==> src/rtl/scp_pkg.sv <==
package scp_pkg;

    typedef enum logic [1:0] {
        ST_HOLD = 2'd0,
        ST_SEND = 2'd1,
        ST_END  = 2'd2
    } stream_st_t;

    typedef enum logic {
        PL_IDLE = 1'b0,
        PL_LOW  = 1'b1
    } pulse_st_t;

endpackage

==> src/rtl/scp_edge_detect.sv <==
module scp_edge_detect (
    input  logic clk,
    input  logic rst_n,
    input  logic sig_i,
    output logic rise_o
);
    logic sig_q;

    always_ff @(posedge clk or negedge rst_n) begin
        if (!rst_n) sig_q <= 1'b0;
        else        sig_q <= sig_i;
    end

    assign rise_o = sig_i & ~sig_q;
endmodule

==> src/rtl/scp_image_rom.sv <==
module scp_image_rom #(
    parameter int          IMG_BITS = 64,
    parameter logic [15:0] IMG_MASK = 16'h00B5,
    parameter int          AW       = $clog2(IMG_BITS + 1)
) (
    input  logic [AW-1:0] addr_i,
    output logic          bit_o
);
    localparam int SLOTS = 2 ** AW;

    logic [SLOTS-1:0] image;

    for (genvar k = 0; k < SLOTS; k++) begin : g_bit
        localparam logic [15:0] KV = 16'(k);
        if (k < IMG_BITS) begin : g_live
            assign image[k] = ^(KV & IMG_MASK);
        end else begin : g_pad
            assign image[k] = 1'b0;
        end
    end

    assign bit_o = image[addr_i];
endmodule

==> src/rtl/scp_cf_pulser.sv <==
module scp_cf_pulser
    import scp_pkg::*;
#(
    parameter int CF_LOW_CYC = 150
) (
    input  logic clk,
    input  logic rst_n,
    input  logic req_rise_i,
    output logic cf_o
);
    localparam int CW = $clog2(CF_LOW_CYC + 1);

    pulse_st_t     st_q, st_nx;
    logic [CW-1:0] cnt_q, cnt_nx;

    always_ff @(posedge clk or negedge rst_n) begin
        if (!rst_n) begin
            st_q  <= PL_IDLE;
            cnt_q <= '0;
        end else begin
            st_q  <= st_nx;
            cnt_q <= cnt_nx;
        end
    end

    always_comb begin
        st_nx  = st_q;
        cnt_nx = cnt_q;
        unique case (st_q)
            PL_IDLE: begin
                if (req_rise_i) begin
                    st_nx  = PL_LOW;
                    cnt_nx = CW'(CF_LOW_CYC - 1);
                end
            end
            PL_LOW: begin
                if (cnt_q == '0) st_nx  = PL_IDLE;
                else             cnt_nx = cnt_q - CW'(1);
            end
            default: st_nx = PL_IDLE;
        endcase
    end

    always_comb begin
        cf_o = (st_q != PL_LOW);
    end
endmodule

==> src/rtl/serial_cfg_prom.sv <==
module serial_cfg_prom
    import scp_pkg::*;
#(
    parameter int          IMG_BITS   = 64,
    parameter logic [15:0] IMG_MASK   = 16'h00B5,
    parameter int          CF_LOW_CYC = 150
) (
    input  logic clk,
    input  logic rst_n,
    input  logic cfg_clk_i,
    input  logic chip_en_n_i,
    input  logic oe_rst_i,
    input  logic recfg_req_i,
    output logic cf_o,
    output logic ceo_n_o,
    output logic d0_o,
    output logic d0_en_o
);
    localparam int            AW     = $clog2(IMG_BITS + 1);
    localparam logic [AW-1:0] LAST_A = AW'(IMG_BITS - 1);
    localparam logic [AW-1:0] END_A  = AW'(IMG_BITS);

    stream_st_t    st_q, st_nx;
    logic [AW-1:0] addr_q, addr_nx;
    logic          cclk_rise, req_rise, hold, advance, rom_bit;

    scp_edge_detect u_cclk_edge (
        .clk    (clk),
        .rst_n  (rst_n),
        .sig_i  (cfg_clk_i),
        .rise_o (cclk_rise)
    );

    scp_edge_detect u_req_edge (
        .clk    (clk),
        .rst_n  (rst_n),
        .sig_i  (recfg_req_i),
        .rise_o (req_rise)
    );

    scp_cf_pulser #(.CF_LOW_CYC(CF_LOW_CYC)) u_pulser (
        .clk        (clk),
        .rst_n      (rst_n),
        .req_rise_i (req_rise),
        .cf_o       (cf_o)
    );

    scp_image_rom #(.IMG_BITS(IMG_BITS), .IMG_MASK(IMG_MASK), .AW(AW)) u_rom (
        .addr_i (addr_q),
        .bit_o  (rom_bit)
    );

    assign hold    = ~oe_rst_i | chip_en_n_i;
    assign advance = cclk_rise & cf_o & ~hold;

    always_ff @(posedge clk or negedge rst_n) begin
        if (!rst_n) begin
            st_q   <= ST_HOLD;
            addr_q <= '0;
        end else begin
            st_q   <= st_nx;
            addr_q <= addr_nx;
        end
    end

    always_comb begin
        st_nx   = st_q;
        addr_nx = addr_q;
        if (hold) begin
            st_nx   = ST_HOLD;
            addr_nx = '0;
        end else begin
            unique case (st_q)
                ST_HOLD: st_nx = ST_SEND;
                ST_SEND: begin
                    if (advance) begin
                        if (addr_q == LAST_A) begin
                            st_nx   = ST_END;
                            addr_nx = END_A;
                        end else begin
                            addr_nx = addr_q + AW'(1);
                        end
                    end
                end
                ST_END:  st_nx = ST_END;
                default: st_nx = ST_HOLD;
            endcase
        end
    end

    always_comb begin
        d0_en_o = (st_q == ST_SEND) & ~hold & cf_o;
        d0_o    = d0_en_o & rom_bit;
        ceo_n_o = ~((st_q == ST_END) & ~hold);
    end
endmodule

==> config.mk <==
export PLATFORM = sky130hd
export DESIGN_NAME = serial_cfg_prom
export DESIGN_NICKNAME = d
export VERILOG_FILES = /design/src/rtl/scp_pkg.sv /design/src/rtl/scp_edge_detect.sv /design/src/rtl/scp_image_rom.sv /design/src/rtl/scp_cf_pulser.sv /design/src/rtl/serial_cfg_prom.sv
export SDC_FILE = /design/constraint.sdc
export NUM_CORES = 1
export LEC_CHECK = 0
export ABC_CLOCK_PERIOD_IN_PS = 4820
export BUFFER_PORTS_ARGS = -buffer_cell sky130_fd_sc_hd__buf_2
export CELL_PAD_IN_SITES_DETAIL_PLACEMENT = 1
export CELL_PAD_IN_SITES_GLOBAL_PLACEMENT = 1
export CORE_MARGIN = 2
export CORE_UTILIZATION = 45
export CTS_CLUSTER_SIZE = 10
export DETAILED_ROUTE_END_ITERATION = 10
export HOLD_SLACK_MARGIN = 0.03
export PLACE_DENSITY_LB_ADDON = 0.1
export SYNTH_ARGS = -nofsm -noshare
export SYNTH_HDL_FRONTEND = slang
export SYNTH_SLANG_ARGS = --single-unit
==> constraint.sdc <==
create_clock -name clk -period 4.82 [get_ports clk]
set_clock_uncertainty 0.1 [all_clocks]
set_input_delay 0.482 -clock clk [delete_from_list [all_inputs] [get_ports clk]]
set_output_delay 0.482 -clock clk [all_outputs]
set_load 0.005 [all_outputs]
==> run_results.csv, run 1 <==
group,metric,value,unit
timing,period_share,41.8,%
place,place_area,1200,um^2
timing,fmax,0.496,GHz
timing,drv_slew,0,
pwr,p_int,0.205,mW
timing,hold_slack,0.210,ns
logic_synthesis,synth_compound_area_share,8.57,%
global_route,overflow,0,
finish,diodes,0,
timing,hold_viol_final,0,
finish,multi_input_area,597,um^2
clocking,cts_sinks,20,
logic_synthesis,netlist_area,1120,um^2
timing,max-slew-margin-rel,69.4,%
critical_path,crit_slowest_cell,"dfrtp_1",
logic_synthesis,ys_seq_area_share,44.5,%
critical_path,cp-end-kind,"primary output",
critical_path,worstPathArrival,1.43,ns
pwr,p_per_area,213,nW/um^2
clocking,clockBufferDepth,2,
run_status,status,"finished, final reports clean",
pwr,ir_drop,173,uV
finish,final_nets,142,
finish,regArea,500,um^2
critical_path,crit_path_max_incr_delay,0.41,ns
critical_path,cpLargestDelayFamily,"flip-flops",
drt,first_iter_violations,9,
floorplan,die_h,54.0,um
logic_synthesis,synth_top_family_by_area,"simple AND/OR/NAND/NOR gates",
floorplan,core_region_area,2410,um^2
pwr,p_leak,0.569,nW
finish,fillers,280,
timing,setup_violations,0,
drt,ant_nets,0,
drt,firstDrtPassIters,4,
timing,tns,0,ns
clocking,cts.repair.resized,0,
finish,layout_commonest_cell,"nand2_1",
logic_synthesis,syn_inst,116,
clocking,clock-root-buffer,"clkbuf_4",
logic_synthesis,ys_warn_count,0,
pwr,clock_power_share,29.4,%
floorplan,num_io_pins,10,
finish,fin_util,51.2,%
global_route,grt_use_total,18.7,%
critical_path,path_cells,"inv_1 > ha_1 > and3_1 > nand2_1 > nor2_1 > buf_2",
hold_path,hold_path.class,"input port to register",
global_route,grt_pass1_vias,893,
logic_synthesis,synth_nets,128,
drt,drc_errors,0,
drt,viasPerCell,5.57,
logic_synthesis,ys_seq_elements,20,
logic_synthesis,synth-simple-area-share,27.5,%
clocking,cts_tree,"done",
pwr,combPwrFrac,5.9,%
critical_path,path_class,"register to primary output",
pwr,p_seq_share,64.7,%
global_route,grt_max_degree,21,
logic_synthesis,yosysUniqueCellTypes,33,
logic_synthesis,synth-adder-area-share,6.68,%
drt,route.vias.total,880,
place,place_congestion,0.765,
logic_synthesis,yosys-mux-area-fraction,4.90,%
clocking,insertion_delay,0.29,ns
critical_path,critical_path_required,4.24,ns
place,dpl.hpwl,1.86,mm
timing,rsz0062_at_grt,"false",
floorplan,dieArea,2910,um^2
pwr,p_sw_share,22.4,%
global_route,antenna_found_initial,0,
global_route,grt_pass1_wl,3.88,mm
clocking,path_clk_slew,0.11,ns
floorplan,start_util,46.6,%
clocking,numCtsBuffers,3,
clocking,ctsHtreeMaxLevel,1,
place,numPortBuffers,9,
logic_synthesis,post_synth.cell_area_avg,9.69,um^2
logic_synthesis,synth_xor_area_share,5.46,%
drt,wl_per_cell,14.8,um
drt,drt_wl_total,2.34,mm
finish,final_area,1230,um^2
pwr,power.net_switching,0.0590,mW
finish,layout_common_cells,"nand2_1, dfrtp_1, nor2_1, buf_2",
run,drv_cap,0,
critical_path,cp_num_buf_inv,2,
timing,worst_slew_pin_slew,0.459,ns
floorplan,die-width,54.0,um
critical_path,startpoint_type,"register",
critical_path,crit_path_max_fanout,4,
finish,area_growth,9.91,%
floorplan,rows,18,
finish,drive_gt1_share,13.3,%
timing,min_period,2.01,ns
worst reg2reg max path, stage by stage, from the launching register on:
cell	delay, ns
dfrtp_1	0.39
inv_1	0.13
ha_1	0.16
or4b_4	0.49
nor2b_4	0.15
or2b_4	0.16
mux2_4	0.30
synth_stat cells:
cell type  number  share of area [%]
a32oi_1         1               0.78
dfrtp_1        20                 45
nand4_1         2                1.1
nand3_1         5                2.2
mux2i_1         4                3.6
xor2_1          4                3.1
or4b_4          1                1.2
or2b_4          1                1.0
or3b_1          1               0.78
nor2b_4         1                1.2
a31oi_1         2                1.1
inv_1           6                2.0
a21oi_1         3                1.3
o41ai_2         1                1.4
o41ai_1         1               0.78
nor2_1          9                3.0
nor3_1          5                2.2
xnor2_1         3                2.3
and4bb_1        1                1.1
nor2b_1         2                1.1
nand2b_1        4                2.2
o2111ai_1       1               0.78
o21ai_1         1               0.45
or3_1           3                1.7
o211ai_1        1               0.67
buf_1           1               0.33
and3_1          1               0.56
nand2_1        21                7.0
nand4bb_1       1                1.0
a2bb2oi_1       1               0.78
o21ai_0         1               0.45
mux2_4          1                1.3
ha_1            6                6.7
layout make-up:
type | instances | share of cell area (%)
sequential | 20 | 40.5
multi-input combinational | 89 | 48.3
clock buffer | 3 | 1.82
timing repair buffer | 10 | 4.46
inverter | 6 | 1.82
tap | 30 | 3.04
through the flow:
step,power [mW],instances,worst slack (ns)
after floorplan,0.181,116,2.96
after global placement,0.189,154,2.90
after detailed placement,0.189,154,2.84
after CTS,0.268,158,2.78
after global routing,0.276,158,2.69
final,0.264,158,2.81
state kept, by name, indices dropped and copies added, names as in the netlist:
signal and cells:
u_pulser.cnt_q 8, st_q 2, u_req_edge.sig_q 1, u_pulser.st_q 1, addr_q 7, u_cclk_edge.sig_q 1
cell families (layout without fill, tap and decap cells):
| family | Yosys count | in the layout |
|---|---|---|
| buf+inv | 7 | 19 |
| compound gates | 13 | 13 |
| xor+xnor | 7 | 7 |
| mux | 5 | 5 |
| flops | 20 | 20 |
| simple gates | 58 | 58 |
| fa+ha+maj | 6 | 6 |
layer usage:
metal / global-route usage, % / wire, um / vias up
met5: 0 / 0 / -
met4: 6.25 / 12 / 0
met3: 2.50 / 44 / 2
met2: 35.8 / 1290 / 7
met1: 20.9 / 992 / 442
li1: - / - / 429
repair_timing:
action	CTS	global route
hold buffers	1	0
endpoints found under the hold margin	5	0
setup buffers	0	0
final timing paths:
kind	start	endpoint	slack [ns]	depth (start not counted)
worst max-delay path	st_q[1]	d0_o	2.81	6
worst min-delay path	recfg_req_i	u_req_edge.sig_q	0.21	1
worst max register to register	u_pulser.cnt_q[0]	u_pulser.cnt_q[0]	2.83	6
worst min register to register	u_pulser.cnt_q[5]	u_pulser.cnt_q[5]	0.43	1
max in group asynchronous	rst_n	u_pulser.st_q	3.75	2
min in group asynchronous	rst_n	addr_q[5]	0.56	2
power by group through the flow:
stage	Combinational, mW	Clock [mW]	Sequential [mW]
2_1_floorplan	0.00783	0	0.174
3_3_place_gp	0.0149	0	0.174
3_5_place_dp	0.0156	0	0.174
4_1_cts	0.0163	0.0813	0.171
5_1_grt	0.0179	0.0876	0.171
6_report	0.0156	0.0774	0.171
No activity file was read; power rests on OpenSTA's default activity.
==> run 2: changes to the inputs <==
--- a/config.mk
+++ b/config.mk
@@ -5,12 +5,12 @@
 export SDC_FILE = /design/constraint.sdc
 export NUM_CORES = 1
 export LEC_CHECK = 0
-export ABC_CLOCK_PERIOD_IN_PS = 4820
+export ABC_CLOCK_PERIOD_IN_PS = 2100
 export BUFFER_PORTS_ARGS = -buffer_cell sky130_fd_sc_hd__buf_2
 export CELL_PAD_IN_SITES_DETAIL_PLACEMENT = 1
 export CELL_PAD_IN_SITES_GLOBAL_PLACEMENT = 1
 export CORE_MARGIN = 2
-export CORE_UTILIZATION = 45
+export CORE_UTILIZATION = 44
 export CTS_CLUSTER_SIZE = 10
 export DETAILED_ROUTE_END_ITERATION = 10
 export HOLD_SLACK_MARGIN = 0.03
==> constraint.sdc (replaced) <==
create_clock -name clk -period 2.1 [get_ports clk]
set_clock_uncertainty 0.1 [all_clocks]
set_input_delay 0.21 -clock clk [delete_from_list [all_inputs] [get_ports clk]]
set_output_delay 0.21 -clock clk [all_outputs]
set_load 0.005 [all_outputs]
==> run 2 against run 1 <==
Via count down 0.57%. Non-clock buffer count up 3. Die area up 2.1%. Wire length down 1.1%. Critical path type is now register to register. Critical endpoint is now u_pulser.cnt_q[0]. Highest routed layer unchanged.
==> run_results.csv, run 2 (synthesis results as in run 1) <==
group,metric,value,unit
clocking,insertion_delay,0.30,ns
place,place_area,1210,um^2
pwr,ir_drop,405,uV
global_route,grt_use_total,19.0,%
place,post-place-ws,0.114,ns
pwr,p_sw_share,22.1,%
finish,final_nets,145,
finish,area_growth,13.6,%
floorplan,die_h,54.5,um
critical_path,worstPathArrival,2.10,ns
finish,largestRegisters,"u_pulser.cnt_q: 8 flops, addr_q: 7 flops, st_q: 2 flops",
pwr,power.net_switching,0.145,mW
drt,ant_nets,0,
clocking,cts.repair.resized,0,
global_route,grt_max_degree,21,
clocking,cts_tree,"done",
clocking,ctsHtreeMaxLevel,1,
floorplan,die-width,54.5,um
place,dpl.hpwl,1.81,mm
global_route,grt_util_met1,26.7,%
global_route,grt_pass1_wl,3.91,mm
place,numPortBuffers,9,
timing,worst_slew_pin_slew,0.448,ns
timing,max-slew-margin-rel,70.1,%
clocking,clock-root-buffer,"clkbuf_4",
drt,firstDrtPassIters,4,
critical_path,crit_path_max_fanout,5,
global_route,use_met3,4.92,%
floorplan,dieArea,2970,um^2
critical_path,cp_num_buf_inv,1,
finish,drive_gt1_share,14.4,%
clocking,cts_sinks,20,
global_route,antenna_found_initial,0,
critical_path,r2r_setup_slack,0.1,ns
drt,wl_per_cell,14.3,um
finish,final_area,1280,um^2
pwr,p_int,0.511,mW
timing,period_share,95.5,%
timing,tns,0,ns
timing,hold_viol_final,0,
drt,first_iter_violations,12,
clocking,postCtsSetupRepairBufs,0,
drt,route.vias.total,875,
clocking,clockBufferDepth,2,
finish,layout_common_cells,"nand2_1, dfrtp_1, nor2_1, buf_2",
clocking,path_clk_slew,0.11,ns
floorplan,core_region_area,2450,um^2
global_route,overflow,0,
clocking,numCtsBuffers,3,
critical_path,cp-end-kind,"register",
global_route,grt_pass1_vias,841,
global_route,grt_busiest_layer,"met2",
critical_path,startpoint_type,"register",
timing,setup_violations,0,
finish,top_register,"u_pulser.cnt_q",
pwr,p_per_area,514,nW/um^2
critical_path,path_class,"register to register",
finish,layout_commonest_cell,"nand2_1",
timing,layout_setup_ws,0.0952,ns
drt,drt_wl_total,2.31,mm
finish,diodes,0,
drt,drc_errors,0,
run_status,status,"finished, final reports clean",
pwr,clock_power_share,34.4,%
timing,drv_slew,0,
pwr,p_leak,0.588,nW
critical_path,crit_path_max_incr_delay,0.50,ns
critical_path,cpLargestDelayFamily,"simple AND/OR/NAND/NOR gates",
timing,fmax,0.499,GHz
critical_path,crit_slowest_cell,"or4b_4",
hold_path,hold_path.class,"input port to register",
finish,fillers,298,
finish,largest_reg_flops,8,
critical_path,path_cells,"inv_1 > ha_1 > or4b_4 > nor2b_4 > or2b_4 > mux2_4",
global_route,grt_use_met2,28.1,%
place,place_congestion,0.826,
run,drv_cap,0,
timing,min_period,2.00,ns
floorplan,start_util,45.8,%
drt,viasPerCell,5.40,
timing,rsz0062_at_grt,"false",
floorplan,num_io_pins,10,
pwr,combPwrFrac,6.0,%
floorplan,rows,18,
critical_path,critical_path_required,2.19,ns
pwr,p_seq_share,59.6,%
-- run 2: changes by cell type in the layout (fill, tap and decap cells not counted) --
cell,change
buf_4,+1
clkbuf_8,+1
dlygate4sd3_1,+2
-- run 2: final timing paths --
check,startpoint,endpoint,depth (start not counted)
worst max-delay path,u_pulser.cnt_q[0],u_pulser.cnt_q[0],6
worst max register to register,u_pulser.cnt_q[0],u_pulser.cnt_q[0],6
min in group asynchronous,rst_n,u_pulser.cnt_q[4],2
max in group asynchronous,rst_n,addr_q[1],2
worst min-delay path,chip_en_n_i,addr_q[3],4
worst min register to register,u_pulser.cnt_q[5],u_pulser.cnt_q[5],1
-- run 2: worst min-delay path: cells and delay by family --
kind            cells  cell delay (ns)
compound gates      2             0.12
simple gates        1             0.08
buf+inv             1             0.08
-- run 2: metal layers --
metal	share of wire [%]	routed length (um)
met4	0.65	15
met3	2.6	60
met2	44	1020
met1	53	1220
met5	0	0
-- run 2: power groups by stage --
stage	Sequential [mW]	Combinational, mW	Clock, mW
after CTS	0.392	0.0409	0.237
final	0.391	0.0393	0.226
after global routing	0.392	0.0464	0.262
after floorplan	0.398	0.0180	0
after global placement	0.399	0.0351	0
after detailed placement	0.399	0.0364	0
-- run 2: per-stage QoR --
stage / utilization [%] / std cells / power (mW) / hold WS [ns]
floorplan: - / 116 / 0.416 / -0.186
global placement: 49.3 / 155 / 0.434 / 0.0875
detailed placement: 49.3 / 155 / 0.435 / 0.0888
CTS: 52.0 / 162 / 0.670 / 0.127
global route: 52.0 / 162 / 0.700 / 0.148
finish: 52.0 / 162 / 0.657 / 0.138
-- run 2: cell type report --
type | count | area [um^2] | share of cell area (%)
Tap cell | 30 | 37.5 | 2.94
Clock buffer | 4 | 36.3 | 2.84
Inverter | 6 | 22.5 | 1.76
Timing Repair Buffer | 13 | 82.6 | 6.47
Multi-Input combinational cell | 89 | 597 | 46.8
Sequential cell | 20 | 500 | 39.2
-- run 2: repair_timing --
item / CTS / global route
endpoints found under the hold margin: 22 / 0
setup endpoints to repair: 0 / 0
hold buffers: 3 / 0
==> run 3: changes to the inputs <==
--- a/config.mk
+++ b/config.mk
@@ -10,7 +10,8 @@
 export CELL_PAD_IN_SITES_DETAIL_PLACEMENT = 1
 export CELL_PAD_IN_SITES_GLOBAL_PLACEMENT = 1
 export CORE_MARGIN = 2
-export CORE_UTILIZATION = 44
+export CORE_UTILIZATION = 45
+export CTS_BUF_LIST = sky130_fd_sc_hd__clkbuf_4
 export CTS_CLUSTER_SIZE = 10
 export DETAILED_ROUTE_END_ITERATION = 10
 export HOLD_SLACK_MARGIN = 0.03
==> run 3 against run 2 <==
Core utilization increased by 0.24 points. Critical path type unchanged. Die area decreased by 2.1%. Register-to-register slack about the same. Combinational power increased by 1%. Critical path depth unchanged. Worst hold slack got worse by 0.010 ns. Sequential share of layout area increased by 0.55 points. Largest power group unchanged. Power decreased by 4.8%. Clock-buffer cell count decreased by 1. Global-route usage increased by 0.39 points. Worst setup slack improved by 0.0052 ns. Sequential power about the same.
==> run_results.csv, run 3 (synthesis results as in run 1) <==
group,metric,value,unit
run_status,status,"finished, final reports clean",
clocking,clock-root-buffer,"clkbuf_4",
clocking,path_clk_slew,0.12,ns
run,drv_cap,0,
timing,min_period,2.00,ns
finish,top_register,"u_pulser.cnt_q",
clocking,numCtsBuffers,3,
clocking,insertion_delay,0.30,ns
hold_path,hp-start,"chip_en_n_i",
finish,largest_reg_flops,8,
finish,final_nets,144,
drt,firstDrtPassIters,4,
hold_path,min_path_cells,4,
pwr,p_seq_share,62.6,%
timing,setup_violations,0,
timing,rsz0062_at_grt,"false",
finish,multi_input_area,597,um^2
drt,route.vias.total,874,
critical_path,worstPathArrival,2.09,ns
clocking,postCtsSetupRepairBufs,0,
finish,regArea,500,um^2
drt,dr_wl_met2,1.15,mm
finish,layout_commonest_cell,"nand2_1",
pwr,p_sw_share,24.0,%
drt,wl_per_cell,14.7,um
hold_path,holdPathEnd,"addr_q[3]",
drt,met1Wirelength,1.17,mm
floorplan,start_util,46.6,%
pwr,power,0.625,mW
finish,area_growth,12.0,%
global_route,grt_pass1_wl,4.00,mm
drt,routed-wl-met3,37,um
place,place_congestion,0.759,
clocking,cts_tree,"done",
hold_path,hold_path.class,"input port to register",
drt,dr.max_layer_used,"met4",
floorplan,die-width,54.0,um
global_route,grt_use_total,19.4,%
global_route,overflow,0,
timing,drv_slew,0,
timing,worst_slew_pin_slew,0.449,ns
drt,ant_nets,0,
drt,drc_errors,0,
critical_path,startpoint_type,"register",
floorplan,dieArea,2910,um^2
timing,fmax,0.500,GHz
critical_path,reg2regPathDepth,6,
timing,layout_setup_ws,0.100,ns
drt,viasPerCell,5.43,
critical_path,path_class,"register to register",
drt,drt_wl_total,2.37,mm
finish,largestRegisters,"u_pulser.cnt_q: 8 flops, addr_q: 7 flops, st_q: 2 flops",
timing,tns,0,ns
clocking,cts_sinks,20,
finish,drive_gt1_share,13.0,%
critical_path,cp-end-kind,"register",
place,placed_cells,154,
pwr,power.net_switching,0.150,mW
clocking,ctsHtreeMaxLevel,1,
floorplan,die_h,54.0,um
place,dpl.hpwl,1.81,mm
pwr,p_per_area,497,nW/um^2
critical_path,critical_path_required,2.19,ns
critical_path,reg2reg_from,"u_pulser.cnt_q[0]",
floorplan,core_region_area,2410,um^2
finish,fin_util,52.2,%
place,numPortBuffers,9,
floorplan,rows,18,
finish,fillers,297,
critical_path,r2r-end,"u_pulser.cnt_q[0]",
critical_path,crit_path_max_fanout,5,
place,post-place-ws,0.109,ns
global_route,grt_max_degree,21,
pwr,ir_drop,433,uV
pwr,combPwrFrac,6.4,%
pwr,p_int,0.475,mW
finish,layout.cells.non_filler,161,
floorplan,num_io_pins,10,
timing,period_share,95.2,%
critical_path,crit_slowest_cell,"or4b_4",
pwr,clock_power_share,31.0,%
drt,first_iter_violations,10,
finish,final_area,1260,um^2
global_route,grt_pass1_vias,889,
timing,max-slew-margin-rel,70.0,%
pwr,p_leak,0.579,nW
critical_path,crit_path_max_incr_delay,0.50,ns
timing,hold_viol_final,0,
global_route,antenna_found_initial,0,
critical_path,path_cells,"inv_1 > ha_1 > or4b_4 > nor2b_4 > or2b_4 > mux2_4",
clocking,cts.repair.resized,0,
finish,layout_common_cells,"nand2_1, dfrtp_1, nor2_1, buf_2",
finish,diodes,0,
clocking,clockBufferDepth,2,
place,place_area,1200,um^2
timing,hold_slack,0.127,ns
critical_path,r2r_setup_slack,0.10,ns
run 3: final cells by class:
cell class              instances  share of cell area, %
repair buffers                 12                   5.96
flip-flops and latches         20                   39.8
clock buffers                   3                   1.79
multi-input cells              89                   47.4
inverters                       6                   1.79
well taps                      30                   2.98
clock inverters                 1                  0.298
run 3: worst max-delay path: cells and delay by family, from the launching register on:
kind / cells / cell delay (ns)
buf+inv: 1 / 0.14
flops: 1 / 0.40
mux: 1 / 0.29
fa+ha+maj: 1 / 0.17
simple gates: 3 / 0.80
run 3: repair_timing:
item	CTS	global route
hold endpoints to repair	22	0
hold buffers	3	0
endpoints found under the setup margin	0	0
run 3: metal layers:
layer	vias up	global-route usage (%)
li1	433	-
met1	435	25.6
met2	4	32.7
met3	2	3.33
met4	0	5.00
met5	-	0
run 3: power by group through the flow:
stage | clock network, mW | registers [mW] | logic (mW)
after detailed placement | 0 | 0.399 | 0.0372
final | 0.194 | 0.391 | 0.0397
after global routing | 0.211 | 0.392 | 0.0467
after floorplan | 0 | 0.398 | 0.0180
after global placement | 0 | 0.399 | 0.0352
after CTS | 0.202 | 0.391 | 0.0416
run 3: worst max path at each step:
stage | start | to | slack (ns) | cells after the start
after global routing | u_pulser.cnt_q[0] | u_pulser.cnt_q[0] | 0.01 | 6
after detailed placement | u_pulser.cnt_q[0] | u_pulser.cnt_q[0] | 0.11 | 6
final | u_pulser.cnt_q[0] | u_pulser.cnt_q[0] | 0.10 | 6
after CTS | u_pulser.cnt_q[0] | u_pulser.cnt_q[0] | 0.09 | 6
after floorplan | u_pulser.cnt_q[0] | u_pulser.cnt_q[0] | 0.24 | 6
after global placement | u_pulser.cnt_q[0] | u_pulser.cnt_q[0] | 0.18 | 6
